--- config.mk ---
export PLATFORM = sky130hd
export DESIGN_NAME = spi_tx_chunker
export DESIGN_NICKNAME = d
export VERILOG_FILES = /design/src/rtl/txchunk_pkg.sv /design/src/rtl/tx_chunk_ram.sv /design/src/rtl/tx_chunk_hdr.sv /design/src/rtl/tx_footer_cap.sv /design/src/rtl/spi_tx_chunker.sv
export SDC_FILE = /design/constraint.sdc
export NUM_CORES = 1
export LEC_CHECK = 0
export BUFFER_PORTS_ARGS = -buffer_cell sky130_fd_sc_hd__buf_2
export CAP_MARGIN = 20
export CORE_ASPECT_RATIO = 0.75
export CORE_MARGIN = 2
export CORE_UTILIZATION = 40
export CTS_BUF_LIST = sky130_fd_sc_hd__clkbuf_16
export DETAILED_ROUTE_END_ITERATION = 10
export MAX_ROUTING_LAYER = met4
export SKIP_CTS_REPAIR_TIMING = 1
export SYNTH_ARGS = -nofsm -noshare
export SYNTH_HDL_FRONTEND = slang
export SYNTH_HIERARCHICAL = 1
export SYNTH_SLANG_ARGS = --single-unit
export TNS_END_PERCENT = 30
--- constraint.sdc ---
create_clock -name clk -period 6.27 [get_ports clk]
set_input_delay 0.627 -clock clk [delete_from_list [all_inputs] [get_ports clk]]
set_output_delay 0.627 -clock clk [all_outputs]
set_load 0.01 [all_outputs]
--- src/rtl/txchunk_pkg.sv ---
`timescale 1ns/1ps
package txchunk_pkg;

  localparam int HDR_BYTES = 4;
  localparam int HDR_W     = 32;

  // header bit positions decoded by the PHY
  localparam int BIT_DNC = 31;
  localparam int BIT_DV  = 21;
  localparam int BIT_SV  = 20;
  localparam int BIT_EV  = 14;
  localparam int EBO_LSB = 8;
  localparam int EBO_W   = 6;
  localparam int BIT_P   = 0;

  typedef enum logic [1:0] {
    ST_IDLE,
    ST_FILL,
    ST_SHIFT,
    ST_DROP
  } chunk_st_t;

  // parity bit giving an odd count of ones over the whole word
  function automatic logic odd_fill(input logic [HDR_W-1:1] v);
    return ~(^v);
  endfunction

endpackage

--- src/rtl/tx_chunk_ram.sv ---
`timescale 1ns/1ps
module tx_chunk_ram #(
  parameter int DEPTH = 64,
  parameter int DW    = 8,
  localparam int AW   = $clog2(DEPTH)
) (
  input  logic          clk,
  input  logic          we,
  input  logic [AW-1:0] wa,
  input  logic [DW-1:0] wd,
  input  logic [AW-1:0] ra,
  output logic [DW-1:0] rq
);

  logic [DW-1:0] mem [DEPTH];

  always_ff @(posedge clk) begin
    if (we) mem[wa] <= wd;
    rq <= mem[ra];
  end

endmodule

--- src/rtl/tx_chunk_hdr.sv ---
`timescale 1ns/1ps
module tx_chunk_hdr
  import txchunk_pkg::*;
#(
  parameter int AW = 6
) (
  input  logic             clk,
  input  logic             rst,
  input  logic             load,
  input  logic             first,
  input  logic             last,
  input  logic [AW-1:0]    ebo,
  output logic [HDR_W-1:0] hdr
);

  logic [HDR_W-1:0] nxt;

  always_comb begin
    nxt = '0;
    nxt[BIT_DNC] = 1'b1;
    nxt[BIT_DV]  = 1'b1;
    nxt[BIT_SV]  = first;
    nxt[BIT_EV]  = last;
    if (last) nxt[EBO_LSB +: EBO_W] = EBO_W'(ebo);
    nxt[BIT_P] = odd_fill(nxt[HDR_W-1:1]);
  end

  always_ff @(posedge clk) begin
    if (rst)       hdr <= '0;
    else if (load) hdr <= nxt;
  end

  assert_hdr_odd_R5: assert property (@(posedge clk) disable iff (rst)
    $past(load) |-> ($countones(hdr) % 2 == 1));

  assert_hdr_fixed_R2: assert property (@(posedge clk) disable iff (rst)
    $past(load) |-> (hdr[BIT_DNC] && hdr[BIT_DV]));

endmodule

--- src/rtl/tx_footer_cap.sv ---
`timescale 1ns/1ps
module tx_footer_cap #(
  parameter int RCA_LSB = 24,
  parameter int RCA_W   = 5
) (
  input  logic        clk,
  input  logic        rst,
  input  logic        rx_stb,
  input  logic        rx_last,
  input  logic [7:0]  rx_byte,
  output logic [31:0] footer,
  output logic        footer_vld,
  output logic        rx_pend
);

  logic [23:0] sr;
  logic [31:0] word;

  assign word = {sr, rx_byte};

  always_ff @(posedge clk) begin
    if (rst) begin
      sr         <= '0;
      footer     <= '0;
      footer_vld <= 1'b0;
      rx_pend    <= 1'b0;
    end else begin
      footer_vld <= 1'b0;
      rx_pend    <= 1'b0;
      if (rx_stb) begin
        sr <= word[23:0];
        if (rx_last) begin
          footer     <= word;
          footer_vld <= 1'b1;
          rx_pend    <= |word[RCA_LSB +: RCA_W];
        end
      end
    end
  end

  assert_pend_with_footer_R9: assert property (@(posedge clk) disable iff (rst)
    rx_pend |-> footer_vld);

endmodule

--- src/rtl/spi_tx_chunker.sv ---
`timescale 1ns/1ps
module spi_tx_chunker
  import txchunk_pkg::*;
#(
  parameter int PAYLOAD_BYTES = 64,
  parameter int LEN_W         = 11,
  parameter int CREDIT_LSB    = 8,
  parameter int CREDIT_W      = 8,
  parameter int RCA_LSB       = 24,
  parameter int RCA_W         = 5
) (
  input  logic             clk,
  input  logic             rst,
  input  logic             in_valid,
  output logic             in_ready,
  input  logic [7:0]       in_data,
  input  logic             in_sof,
  input  logic             in_eof,
  input  logic [LEN_W-1:0] in_len,
  input  logic [31:0]      buf_status,
  output logic             spi_cs_n,
  output logic             sh_valid,
  input  logic             sh_ready,
  output logic [7:0]       sh_data,
  input  logic [7:0]       sh_rx,
  output logic [31:0]      footer,
  output logic             footer_vld,
  output logic             rx_pend
);

  localparam int CHUNK_BYTES = PAYLOAD_BYTES + HDR_BYTES;
  localparam int AW          = $clog2(PAYLOAD_BYTES);
  localparam int IDX_W       = $clog2(CHUNK_BYTES);
  localparam logic [31:0] CREDIT_MASK = ((32'd1 << CREDIT_W) - 32'd1) << CREDIT_LSB;

  chunk_st_t        state;
  logic [LEN_W-1:0] len_rem;
  logic             first_q;
  logic             last_q;
  logic [AW:0]      fill_cnt;
  logic [AW:0]      chunk_bytes;
  logic [IDX_W-1:0] sh_idx;

  logic [LEN_W:0]    need;
  logic [CREDIT_W-1:0] cred_now;
  logic              credit_ok;
  logic              in_fire;
  logic              sh_xfer;
  logic              last_idx;
  logic              frame_end;
  logic              chunk_full;
  logic              close_chunk;
  logic [IDX_W-1:0]  rd_idx;
  logic [AW-1:0]     rd_addr;
  logic [IDX_W-1:0]  pay_idx;
  logic [7:0]        ram_q;
  logic [HDR_W-1:0]  hdr_q;
  logic              unused_status;

  assign unused_status = ^(buf_status & ~CREDIT_MASK);

  // credit gate: chunks needed versus credits granted
  assign need      = ({1'b0, in_len} + (LEN_W+1)'(PAYLOAD_BYTES - 1)) >> AW;
  assign cred_now  = buf_status[CREDIT_LSB +: CREDIT_W];
  assign credit_ok = (32'(need) <= 32'(cred_now)) && (in_len != '0);

  assign in_fire     = in_valid && in_ready;
  assign sh_xfer     = sh_valid && sh_ready;
  assign last_idx    = (sh_idx == IDX_W'(CHUNK_BYTES - 1));
  assign frame_end   = (len_rem == LEN_W'(1)) || in_eof;
  assign chunk_full  = (fill_cnt == (AW+1)'(PAYLOAD_BYTES - 1));
  assign close_chunk = (state == ST_FILL) && in_fire && (frame_end || chunk_full);

  always_comb begin
    case (state)
      ST_IDLE:  in_ready = in_valid && !in_sof;
      ST_FILL:  in_ready = 1'b1;
      ST_DROP:  in_ready = 1'b1;
      default:  in_ready = 1'b0;
    endcase
  end

  assign spi_cs_n = (state != ST_SHIFT);
  assign sh_valid = (state == ST_SHIFT);

  always_ff @(posedge clk) begin
    if (rst) begin
      state       <= ST_IDLE;
      len_rem     <= '0;
      first_q     <= 1'b0;
      last_q      <= 1'b0;
      fill_cnt    <= '0;
      chunk_bytes <= '0;
      sh_idx      <= '0;
    end else begin
      case (state)
        ST_IDLE: begin
          if (in_valid && in_sof) begin
            len_rem <= in_len;
            if (credit_ok) begin
              state    <= ST_FILL;
              first_q  <= 1'b1;
              fill_cnt <= '0;
            end else begin
              state <= ST_DROP;
            end
          end
        end
        ST_FILL: begin
          if (in_fire) begin
            len_rem  <= len_rem - LEN_W'(1);
            fill_cnt <= fill_cnt + (AW+1)'(1);
            if (frame_end || chunk_full) begin
              state       <= ST_SHIFT;
              last_q      <= frame_end;
              chunk_bytes <= fill_cnt + (AW+1)'(1);
              sh_idx      <= '0;
            end
          end
        end
        ST_SHIFT: begin
          if (sh_xfer) begin
            if (last_idx) begin
              sh_idx   <= '0;
              fill_cnt <= '0;
              first_q  <= 1'b0;
              state    <= last_q ? ST_IDLE : ST_FILL;
            end else begin
              sh_idx <= sh_idx + IDX_W'(1);
            end
          end
        end
        default: begin
          if (in_fire) begin
            len_rem <= len_rem - LEN_W'(1);
            if (frame_end) state <= ST_IDLE;
          end
        end
      endcase
    end
  end

  // read one byte ahead of the transfer so the registered RAM output lines up
  assign rd_idx  = sh_xfer ? (sh_idx + IDX_W'(1)) : sh_idx;
  assign rd_addr = AW'(rd_idx - IDX_W'(HDR_BYTES));
  assign pay_idx = sh_idx - IDX_W'(HDR_BYTES);

  tx_chunk_ram #(.DEPTH(PAYLOAD_BYTES), .DW(8)) u_ram (
    .clk (clk),
    .we  ((state == ST_FILL) && in_fire),
    .wa  (fill_cnt[AW-1:0]),
    .wd  (in_data),
    .ra  (rd_addr),
    .rq  (ram_q)
  );

  tx_chunk_hdr #(.AW(AW)) u_hdr (
    .clk   (clk),
    .rst   (rst),
    .load  (close_chunk),
    .first (first_q),
    .last  (frame_end),
    .ebo   (fill_cnt[AW-1:0]),
    .hdr   (hdr_q)
  );

  always_comb begin
    if (sh_idx < IDX_W'(HDR_BYTES)) begin
      case (sh_idx[1:0])
        2'd0:    sh_data = hdr_q[31:24];
        2'd1:    sh_data = hdr_q[23:16];
        2'd2:    sh_data = hdr_q[15:8];
        default: sh_data = hdr_q[7:0];
      endcase
    end else if (pay_idx < IDX_W'(chunk_bytes)) begin
      sh_data = ram_q;
    end else begin
      sh_data = 8'h00;
    end
  end

  tx_footer_cap #(.RCA_LSB(RCA_LSB), .RCA_W(RCA_W)) u_foot (
    .clk        (clk),
    .rst        (rst),
    .rx_stb     (sh_xfer),
    .rx_last    (last_idx),
    .rx_byte    (sh_rx),
    .footer     (footer),
    .footer_vld (footer_vld),
    .rx_pend    (rx_pend)
  );

  assert_stall_in_chunk_R10: assert property (@(posedge clk) disable iff (rst)
    !spi_cs_n |-> !in_ready);

  assert_cs_hold_R1: assert property (@(posedge clk) disable iff (rst)
    (!spi_cs_n && !(sh_xfer && last_idx)) |=> !spi_cs_n);

  assert_idx_range_R1: assert property (@(posedge clk) disable iff (rst)
    sh_idx <= IDX_W'(CHUNK_BYTES - 1));

  assert_footer_after_last_R8: assert property (@(posedge clk) disable iff (rst)
    footer_vld |-> $past(sh_xfer && last_idx));

  assert_ebo_only_at_end_R4: assert property (@(posedge clk) disable iff (rst)
    (sh_valid && !hdr_q[BIT_EV]) |-> (hdr_q[EBO_LSB +: EBO_W] == '0));

  assert_start_first_only_R3: assert property (@(posedge clk) disable iff (rst)
    (sh_valid && hdr_q[BIT_SV]) |-> first_q);

endmodule

==> results of run 1 <==
layout make-up:
cell class	count	area (um^2)
clock buffer	60	1500
sequential	624	17600
tap	871	1090
fill	5691	35900
multi-input combinational	901	7940
inverter	40	151
clock inverter	53	377
timing repair buffer	116	723
cells in the mapped netlist, types with 24 or more instances:
cell type	instances
a21oi_1	48
nand2_1	55
edfxtp_1	512
dfxtp_1	112
ha_1	28
mux2i_1	49
buf_4	37
nor2_1	165
inv_1	39
buf_2	24
clkbuf_1	41
nand3_1	59
mux4_2	126
tightest hold or removal path, cell delays in order:
cell     delay (ns)
buf_2          0.10
mux2i_1        0.06
nor2_1         0.07
cell families after synthesis:
group,after synthesis
flops,624
simple gates,377
compound gates,263
mux,189
buf+inv,168
fa+ha+maj,28
xor+xnor,23
other cells,1
where the power goes:
group	internal (mW)	switching, mW
logic	0.403	0.630
clock network	1.87	1.57
registers	4.54	0.0661
final timing paths:
kind | from | to | slack (ns) | cells after the start
setup / recovery | sh_idx[0] | u_ram/rq[6] | 1.81 | 10
hold / removal | sh_rx[7] | u_foot/sr[7] | 0.27 | 3
setup reg to reg | sh_idx[0] | u_ram/rq[6] | 1.81 | 10
hold reg to reg | u_foot/sr[21] | u_foot/footer[29] | 0.48 | 2
through the flow:
step / power, mW / cell area (um^2)
2_1_floorplan: 5.46 / 26500
3_3_place_gp: 5.69 / 27500
3_5_place_dp: 5.72 / 27500
4_1_cts: 9.16 / 29300
5_1_grt: 9.46 / 29400
6_report: 9.08 / 29400
flip-flops by register name, indices dropped and copies added, names as in the netlist:
name and cells:
chunk_bytes 7, fill_cnt 7, first_q 1, last_q 1, len_rem 11, sh_idx 7, state 2, u_foot/footer 32
u_foot/footer_vld 1, u_foot/rx_pend 1, u_foot/sr 24, u_hdr/hdr 10, u_ram/mem 512, u_ram/rq 8
layer usage:
metal,track usage [%],wire [um],vias to the layer above
li1,-,-,6672
met1,28.1,28600,7571
met2,25.8,26500,488
met3,2.88,4290,89
met4,4.93,1260,0
met5,-,0,-
==> metrics.md, run 1 <==
| Metric | Value |
|---|---|
| Status | finished, final reports clean |
| Post-synth top area share | about three fifths |
| Vias in the first global route | 14340 |
| Via count | around 15000 |
| # diodes | 0 |
| Post-Synthesis Mean Instance Area | 15.8 um^2 |
| Root Driver | clkbuf_16 |
| Unrepaired setup endpoints after global routing | no |
| CTS tree | done |
| Post-DRT Antenna Nets | 0 |
| Lkg Pwr | between 9 and 10 nW |
| Slew headroom | 24.8% |
| CP max stage delay | 0.67 ns |
| Total track usage | 18.5% |
| Hold slack | 0.266 ns |
| DP Cell Count | ~2500 |
| Area Growth Syn to Fin | 11.3% |
| Max Root-Sink Buffers | 3 |
| Routed WL | 60.7 mm |
| Setup Slack @ Placement | about 1.8 ns |
| First-pass GRT wire length | 92.1 mm |
| Total CTS buffers | 60 |
| Total die area | 68100 um^2 |
| Crit Path Max Fanout | 45 |
| Synth Area in Compound Gates | ~7.7% |
| Ys Warns | 6 |
| CTS sink count | 624 |
| Netlist Area Pre-Place | around 26000 um^2 |
| Async S/R FF share, synth | 0% |
| Fin Setup TNS | 0 ns |
| Die width | 301 um |
| Area of the core | 65300 um^2 |
| Post-synth top area cell | edfxtp_1 |
| H-tree Lvls | 2 |
| Syn Inst Count | 1673 |
| PwrDens | 309 nW/um^2 |
| Family with the most delay on the worst path | buffers and inverters |
| Row cnt | 81 |
| Worst Hold Class | in2reg |
| Finished Layout Cells | 2665 |
| CP endpoint kind | flip-flop |
| Number of synthesized flops with an enable pin | between 500 and 600 |
| Commonest non-fill, non-tap cell in the layout | edfxtp_1 |
| IO Count | 110 |
| Top cells by area, synth | edfxtp_1 58%, mux4_2 11%, dfxtp_1 8.5% |
| Cell Chain, Critical Path | ha_1 > and3_1 > xnor2_2 > buf_4 > buf_4 > mux4_2 > mux2_2 > o221a_2 > nor3_1 > o32ai_1 |
| Fraction of synthesized area in multiplexers | a little over an eighth |
| Clock-pin slew on the worst setup and hold paths | 0.07 ns |
| Combinational family with the most area after synthesis | multiplexers |
| FF+latch count, synth | 624 |
| Post-DR wirelength/cell | 22.8 um |
| Max frequency | 224 MHz |
| PortBufs | 85 |
| Crit share post-route | 71.2% |
| Crit Path Category | reg2reg |
| Largest net degree at the start of global routing | 91 |
| Fraction of layout cells with a size suffix above 1 | 21.8% |
| Post-synth top flop | edfxtp_1 |
| Residual DRC | 0 |
| CP most frequent cell | buf_4 |
| Die height | 227 um |
| Synth cell types | between 70 and 80 |
| Grt ovf | 0 |
| Initial DRC count | roughly 1600 |
| Util after Layout | 45.0% |
| Post-Synth Adder-Cell Area | 1.33% |
| Initial DRT Pass Iterations | 6 |
| Final nets | 1836 |
| Max VDD drop | 0.000262 V |
| Slew Limit Fails | 0 |
| Final worst slack | 1.81 ns |
| Post-synthesis sequential area ratio | 66.7% |
| Post-route minimum period | 4.46 ns |
| WP data required | between 6 and 7 ns |
| Worst setup SP type | flip-flop |
| Initial antenna violation count | 0 |
| Initial Util | between 40% and 50% |
| Worst-Margin Slew | roughly 1.1 ns |
| Max_cap viols | 0 |
| RePlAce Congestion | 0.839 |
| WP buf/inv | 2 |
| Worst skew pair latency | between 0.6 and 0.7 ns |
| Clk_skew | ~0.031 ns |
| Vias/cell | 5.56 |
| Most frequent cells in the layout | 512 x edfxtp_1, 164 x nor2_1, 126 x mux4_2, 112 x dfxtp_1, 84 x buf_2 |
| Area share of xor/xnor cells in the synthesized design | 0.763% |
| CP max stage cell | ha_1 |
| Post-synthesis simple-gate area fraction | under 10% |
| Final hold violation count | 0 |
| Worst path arrival time | 4.99 ns |
| Setup violators final | 0 |
| HPWL Detailed | approximately 38 mm |
(Power assumes the default switching activity.)
==> inputs of run 2 (changes only) <==
==> constraint.sdc (replaced) <==
create_clock -name clk -period 3.8 [get_ports clk]
set_input_delay 0.38 -clock clk [delete_from_list [all_inputs] [get_ports clk]]
set_output_delay 0.38 -clock clk [all_outputs]
set_load 0.01 [all_outputs]
==> metrics.md, run 2 (synthesis gave the netlist of run 1 again) <==
| Metric | Value |
|---|---|
| Die height | 227 um (unchanged) |
| Util after Layout | 46.4% (was 45.0%) |
| Total CTS buffers | 61 (was 60) |
| Largest net degree at the start of global routing | 90 (was 91) |
| Initial Util | 40.5% (unchanged) |
| Fraction of layout cells with a size suffix above 1 | 25.9% (was 21.8%) |
| Largest Register | u_ram/mem (unchanged) |
| First-pass GRT wire length | 94.9 mm (was 92.1 mm) |
| Total die area | 68100 um^2 (unchanged) |
| Most frequent cells in the layout | 512 x edfxtp_1, 164 x nor2_1, 126 x mux4_2, 117 x buf_4, 112 x dfxtp_1 (was 512 x edfxtp_1, 164 x nor2_1, 126 x mux4_2, 112 x dfxtp_1, 84 x buf_2) |
| Cell depth of the worst flop-to-flop path | 11 (was 10) |
| Status | finished, final reports clean (unchanged) |
| Clk_skew | 0.0339 ns (was 0.0312 ns) |
| Vias/cell | 5.53 (was 5.56) |
| Commonest non-fill, non-tap cell in the layout | edfxtp_1 (unchanged) |
| Unrepaired setup endpoints after global routing | no (unchanged) |
| H-tree Lvls | 2 (unchanged) |
| Post-DR wirelength/cell | 22.7 um (was 22.8 um) |
| IO Count | 110 (unchanged) |
| Residual DRC | 0 (unchanged) |
| Worst Hold Class | in2reg (unchanged) |
| Final hold violation count | 0 (unchanged) |
| CTS tree | done (unchanged) |
| Origin of the critical flop-to-flop path | state[0] (was sh_idx[0]) |
| Post-route minimum period | 3.56 ns (was 4.46 ns) |
| HPWL Detailed | 40.6 mm (was 37.7 mm) |
| Crit Path Category | reg2reg (unchanged) |
| Fin Setup TNS | 0 ns (unchanged) |
| Root Driver | clkbuf_16 (unchanged) |
| Reg2Reg Setup Slack | 0.24 ns (was 1.81 ns) |
| RePlAce Congestion | 0.851 (was 0.839) |
| PwrDens | 506 nW/um^2 (was 309 nW/um^2) |
| DP Cell Count | 2646 (was 2549) |
| Setup violators final | 0 (unchanged) |
| Slew Limit Fails | 0 (unchanged) |
| Row cnt | 81 (unchanged) |
| CTS sink count | 624 (unchanged) |
| Die width | 301 um (unchanged) |
| Routed WL | 62.7 mm (was 60.7 mm) |
| Initial DRC count | 1739 (was 1596) |
| Clock-pin slew on the worst setup and hold paths | 0.07 ns (about the same) |
| Total track usage | 19.1% (was 18.5%) |
| Post-DRT Antenna Nets | 0 (unchanged) |
| Initial antenna violation count | 0 (unchanged) |
| Area Growth Syn to Fin | 14.7% (was 11.3%) |
| Hold Startpoint | sh_rx[0] (was sh_rx[7]) |
| Initial DRT Pass Iterations | 6 (unchanged) |
| Vias in the first global route | 14971 (was 14340) |
| Lkg Pwr | 10.0 nW (was 9.49 nW) |
| Max VDD drop | 0.000405 V (was 0.000262 V) |
| Final nets | 1934 (was 1836) |
| Hold depth | 3 (unchanged) |
| WP data required | 4.29 ns (was 6.80 ns) |
| Via count | 15268 (was 14820) |
| Top Registers | u_ram/mem (512), u_foot/footer (32), u_foot/sr (24) (unchanged) |
| Max reg flops | 512 (unchanged) |
| Crit share post-route | 93.6% (was 71.2%) |
| Crit Path Max Fanout | 32 (was 45) |
| FF-to-FF End | u_ram/rq[3] (was u_ram/rq[6]) |
| Slew headroom | 31.8% (was 24.8%) |
| Worst setup SP type | flip-flop (unchanged) |
| Max frequency | 281 MHz (was 224 MHz) |
| PortBufs | 85 (unchanged) |
| Worst path arrival time | 4.05 ns (was 4.99 ns) |
| Max_cap viols | 0 (unchanged) |
| Hold EP | u_foot/sr[0] (was u_foot/sr[7]) |
| Worst-Margin Slew | 1.02 ns (was 1.10 ns) |
| # diodes | 0 (unchanged) |
| CP endpoint kind | flip-flop (unchanged) |
| Worst skew pair latency | 0.65 ns (about the same) |
| Pwr Total | 15.3 mW (was 9.08 mW) |
| Max Root-Sink Buffers | 3 (unchanged) |
| Area of the core | 65300 um^2 (unchanged) |
| Finished Layout Cells | 2762 (was 2665) |
| Grt ovf | 0 (unchanged) |
## run 2: cell types whose count changed in the layout (fill, tap and decap cells not counted), sizes merged
cell and delta:
bufinv +2, clkinvlp +5, clkinv -11, inv +3, clkbuf +1, dlygate4sd3 +2, buf +95
## run 2: critical path, stage by stage, from the launching register on
cell and delay, ns:
dfxtp_1 0.44, inv_1 0.13, ha_1 0.28, nand2_1 0.11, buf_4 0.16, xnor2_2 0.14, buf_12 0.23, buf_12 0.27
mux4_2 0.55, nor2b_1 0.19, a2111oi_0 0.70, o41ai_1 0.16
## run 2: through the flow
step | hold slack [ns] | instance area (um^2) | setup WS, ns
2_1_floorplan | 0.432 | 26500 | 0.516
3_3_place_gp | 0.450 | 28300 | 0.243
3_5_place_dp | 0.454 | 28300 | 0.161
4_1_cts | -0.0326 | 30200 | 0.127
5_1_grt | 0.000831 | 30300 | 0.0272
6_report | 0.00421 | 30300 | 0.244
## run 2: final cells by class
type | count | area, um^2
Inverter | 40 | 151
Clock buffer | 61 | 1530
Sequential cell | 624 | 17600
Fill cell | 5651 | 35000
Clock inverter | 52 | 438
Multi-Input combinational cell | 901 | 7950
Tap cell | 871 | 1090
Timing Repair Buffer | 213 | 1520
## run 2: worst max path at each step
| stage | start | to | slack (ns) | depth (start not counted) |
|---|---|---|---|---|
| after floorplan | state[0] | u_ram/rq[0] | 0.52 | 15 |
| after global placement | state[0] | u_ram/rq[5] | 0.24 | 11 |
| after detailed placement | state[0] | u_ram/rq[5] | 0.16 | 11 |
| after CTS | state[0] | u_ram/rq[5] | 0.13 | 11 |
| after global routing | state[0] | u_ram/rq[5] | 0.03 | 11 |
| final | state[0] | u_ram/rq[3] | 0.24 | 11 |
## run 2: report_power, final
group	internal (mW)	switching, mW
Clock	3.29	2.66
Sequential	7.49	0.102
Combinational	0.703	1.08
## run 2: routing by layer
metal  vias up  routed length, um  track usage, %
li1       6872                  -               -
met5         -                  0               -
met3        84               4170            3.20
met1      7861              29200            28.1
met2       451              28000            27.7
met4         0               1320            4.59
==> inputs of run 3 (changes only) <==
==> constraint.sdc (replaced) <==
create_clock -name clk -period 3.8 [get_ports clk]
set_input_delay 0.19 -clock clk [delete_from_list [all_inputs] [get_ports clk]]
set_output_delay 0.19 -clock clk [all_outputs]
set_load 0.01 [all_outputs]
==> metrics.md, run 3 (synthesis gave the netlist of run 1 again) <==
| Metric | Value |
|---|---|
| Status | finished, violations left (was finished, final reports clean) |
| Violated checks | negative hold slack |
| FF/Latch Area | 17600 um^2 (unchanged) |
| WP data required | 4.29 ns (about the same) |
| Max reg flops | 512 (unchanged) |
| Max_cap viols | 0 (unchanged) |
| Crit share post-route | 89.1% (was 93.6%) |
| Total die area | 68100 um^2 (unchanged) |
| Slew headroom | 33.0% (was 31.8%) |
| # fillers | 5688 (was 5651) |
| Origin of the critical flop-to-flop path | state[1] (was state[0]) |
| Util after Layout | 46.8% (was 46.4%) |
| Max VDD drop | 0.000386 V (was 0.000405 V) |
| Worst setup path start | state[1] (was state[0]) |
| Post-DRT Antenna Nets | 0 (unchanged) |
| Routed WL | 62.3 mm (was 62.7 mm) |
| Most frequent cells in the layout | 512 x edfxtp_1, 164 x nor2_1, 126 x mux4_2, 115 x buf_4, 112 x dfxtp_1 (was 512 x edfxtp_1, 164 x nor2_1, 126 x mux4_2, 117 x buf_4, 112 x dfxtp_1) |
| Max frequency | 295 MHz (was 281 MHz) |
| Clock power share | 39.9% (was 38.8%) |
| Total track usage | 19.1% (about the same) |
| IO Count | 110 (unchanged) |
| Clock-pin slew on the worst setup and hold paths | 0.07 ns (about the same) |
| Die height | 227 um (unchanged) |
| Crit Path Category | reg2reg (unchanged) |
| Vias/cell | 5.49 (was 5.53) |
| Initial DRC count | 1757 (was 1739) |
| Setup violators final | 0 (unchanged) |
| First-pass GRT wire length | 94.6 mm (was 94.9 mm) |
| Final hold violation count | 1 (was 0) |
| CP endpoint kind | flip-flop (unchanged) |
| Residual DRC | 0 (unchanged) |
| Post-route cell area | 30500 um^2 (was 30300 um^2) |
| Sw Share | 24.5% (was 25.1%) |
| Pwr Total | 15.6 mW (was 15.3 mW) |
| CTS sink count | 624 (unchanged) |
| PwrDens | 511 nW/um^2 (was 506 nW/um^2) |
| Unrepaired setup endpoints after global routing | no (unchanged) |
| Post-DR wirelength/cell | 22.4 um (was 22.7 um) |
| DP Area | 28300 um^2 (about the same) |
| Via count | 15241 (was 15268) |
| Die width | 301 um (unchanged) |
| Fraction of layout cells with a size suffix above 1 | 26.0% (was 25.9%) |
| Worst path arrival time | 3.87 ns (was 4.05 ns) |
| Area of the multi-input gates | 7940 um^2 (was 7950 um^2) |
| Hold slack | -0.0362 ns (was 0.00421 ns) |
| Final worst slack | 0.414 ns (was 0.244 ns) |
| Crit Path Max Fanout | 34 (was 32) |
| Worst skew pair latency | 0.65 ns (about the same) |
| Row cnt | 81 (unchanged) |
| Seq pwr share | 48.6% (was 49.5%) |
| Worst setup SP type | flip-flop (unchanged) |
| Initial antenna violation count | 0 (unchanged) |
| Lkg Pwr | 10.1 nW (was 10.0 nW) |
| Clk_skew | 0.0297 ns (was 0.0339 ns) |
| Final nets | 1946 (was 1934) |
| Largest net degree at the start of global routing | 90 (unchanged) |
| Switching pwr | 3.82 mW (was 3.85 mW) |
| H-tree Lvls | 2 (unchanged) |
| Initial Util | 40.5% (unchanged) |
| Largest Register | u_ram/mem (unchanged) |
| Comb pwr share | 11.5% (was 11.6%) |
| HPWL Detailed | 40.0 mm (was 40.6 mm) |
| RePlAce Congestion | 0.869 (was 0.851) |
| Max Root-Sink Buffers | 3 (unchanged) |
| Commonest non-fill, non-tap cell in the layout | edfxtp_1 (unchanged) |
| Hold Startpoint | in_len[3] (was sh_rx[0]) |
| Area of the core | 65300 um^2 (unchanged) |
| Setup Slack @ Placement | 0.389 ns (was 0.161 ns) |
| Total CTS buffers | 60 (was 61) |
| Slew Limit Fails | 0 (unchanged) |
| CTS tree | done (unchanged) |
| Area Growth Syn to Fin | 15.6% (was 14.7%) |
| Initial DRT Pass Iterations | 6 (unchanged) |
| Vias in the first global route | 14960 (was 14971) |
| Fin Setup TNS | 0 ns (unchanged) |
| Grt ovf | 0 (unchanged) |
| Int Pwr | 11.8 mW (was 11.5 mW) |
| Top Registers | u_ram/mem (512), u_foot/footer (32), u_foot/sr (24) (unchanged) |
| PortBufs | 85 (unchanged) |
| Post-route minimum period | 3.39 ns (was 3.56 ns) |
| Worst Hold Class | in2reg (unchanged) |
| Root Driver | clkbuf_16 (unchanged) |
| Worst-Margin Slew | 1.01 ns (was 1.02 ns) |
==> run 3: cell count changes in the layout (fill, tap and decap cells not counted), moves of 2 or more <==
cell / previous run / this run
dlygate4sd3_1: 2 / 16
inv_1: 50 / 40
buf_4: 117 / 115
clkinv_4: 2 / 6
inv_16: 3 / 1
bufinv_16: 5 / 10
clkinv_1: 12 / 17
==> run 3: path summary, 6_finish.rpt <==
| check | to | slack [ns] | depth (start not counted) |
|---|---|---|---|
| worst max register to register | u_ram/rq[5] | 0.41 | 10 |
| worst min register to register | chunk_bytes[6] | 0.47 | 2 |
| worst max-delay path | u_ram/rq[5] | 0.41 | 10 |
| worst min-delay path | len_rem[3] | -0.04 | 5 |
==> run 3: critical path: stages (launching register included) <==
cell and delay (ns):
dfxtp_1 0.42, ha_1 0.28, nand2_1 0.09, buf_4 0.17, xnor2_2 0.17, buf_12 0.21, buf_12 0.28, mux4_2 0.54
nor2b_1 0.21, a2111oi_0 0.66, o41ai_1 0.14
==> run 3: power by group through the flow <==
stage | sequential, mW | combinational, mW | clock (mW)
after CTS | 7.58 | 1.78 | 6.36
after global routing | 7.59 | 1.99 | 6.66
after floorplan | 7.71 | 1.30 | 0
after global placement | 7.72 | 1.73 | 0
final | 7.58 | 1.80 | 6.23
after detailed placement | 7.73 | 1.77 | 0
==> run 3: per-stage QoR <==
step | hold WS, ns | instances
global placement | 0.446 | 2643
finish | -0.0362 | 2777
floorplan | 0.289 | 1693
detailed placement | 0.449 | 2644
CTS | -0.218 | 2758
global route | 0.00350 | 2776
==> run 3: cell type report <==
| type | instances | share of cell area (%) |
|---|---|---|
| antenna | 1 | 0.00820 |
| clock buffer | 60 | 4.92 |
| clock inverter | 54 | 1.87 |
| inverter | 40 | 0.496 |
| multi-input combinational | 901 | 26.0 |
| sequential | 624 | 57.7 |
| tap | 871 | 3.57 |
| timing repair buffer | 226 | 5.43 |
==> run 3: routing by layer <==
metal,wire length (um),global-route usage [%],up-vias
met3,4060,3.50,103
met1,29400,28.1,7786
met4,1430,5.30,0
li1,-,-,6907
met5,0,-,-
met2,27400,27.0,445
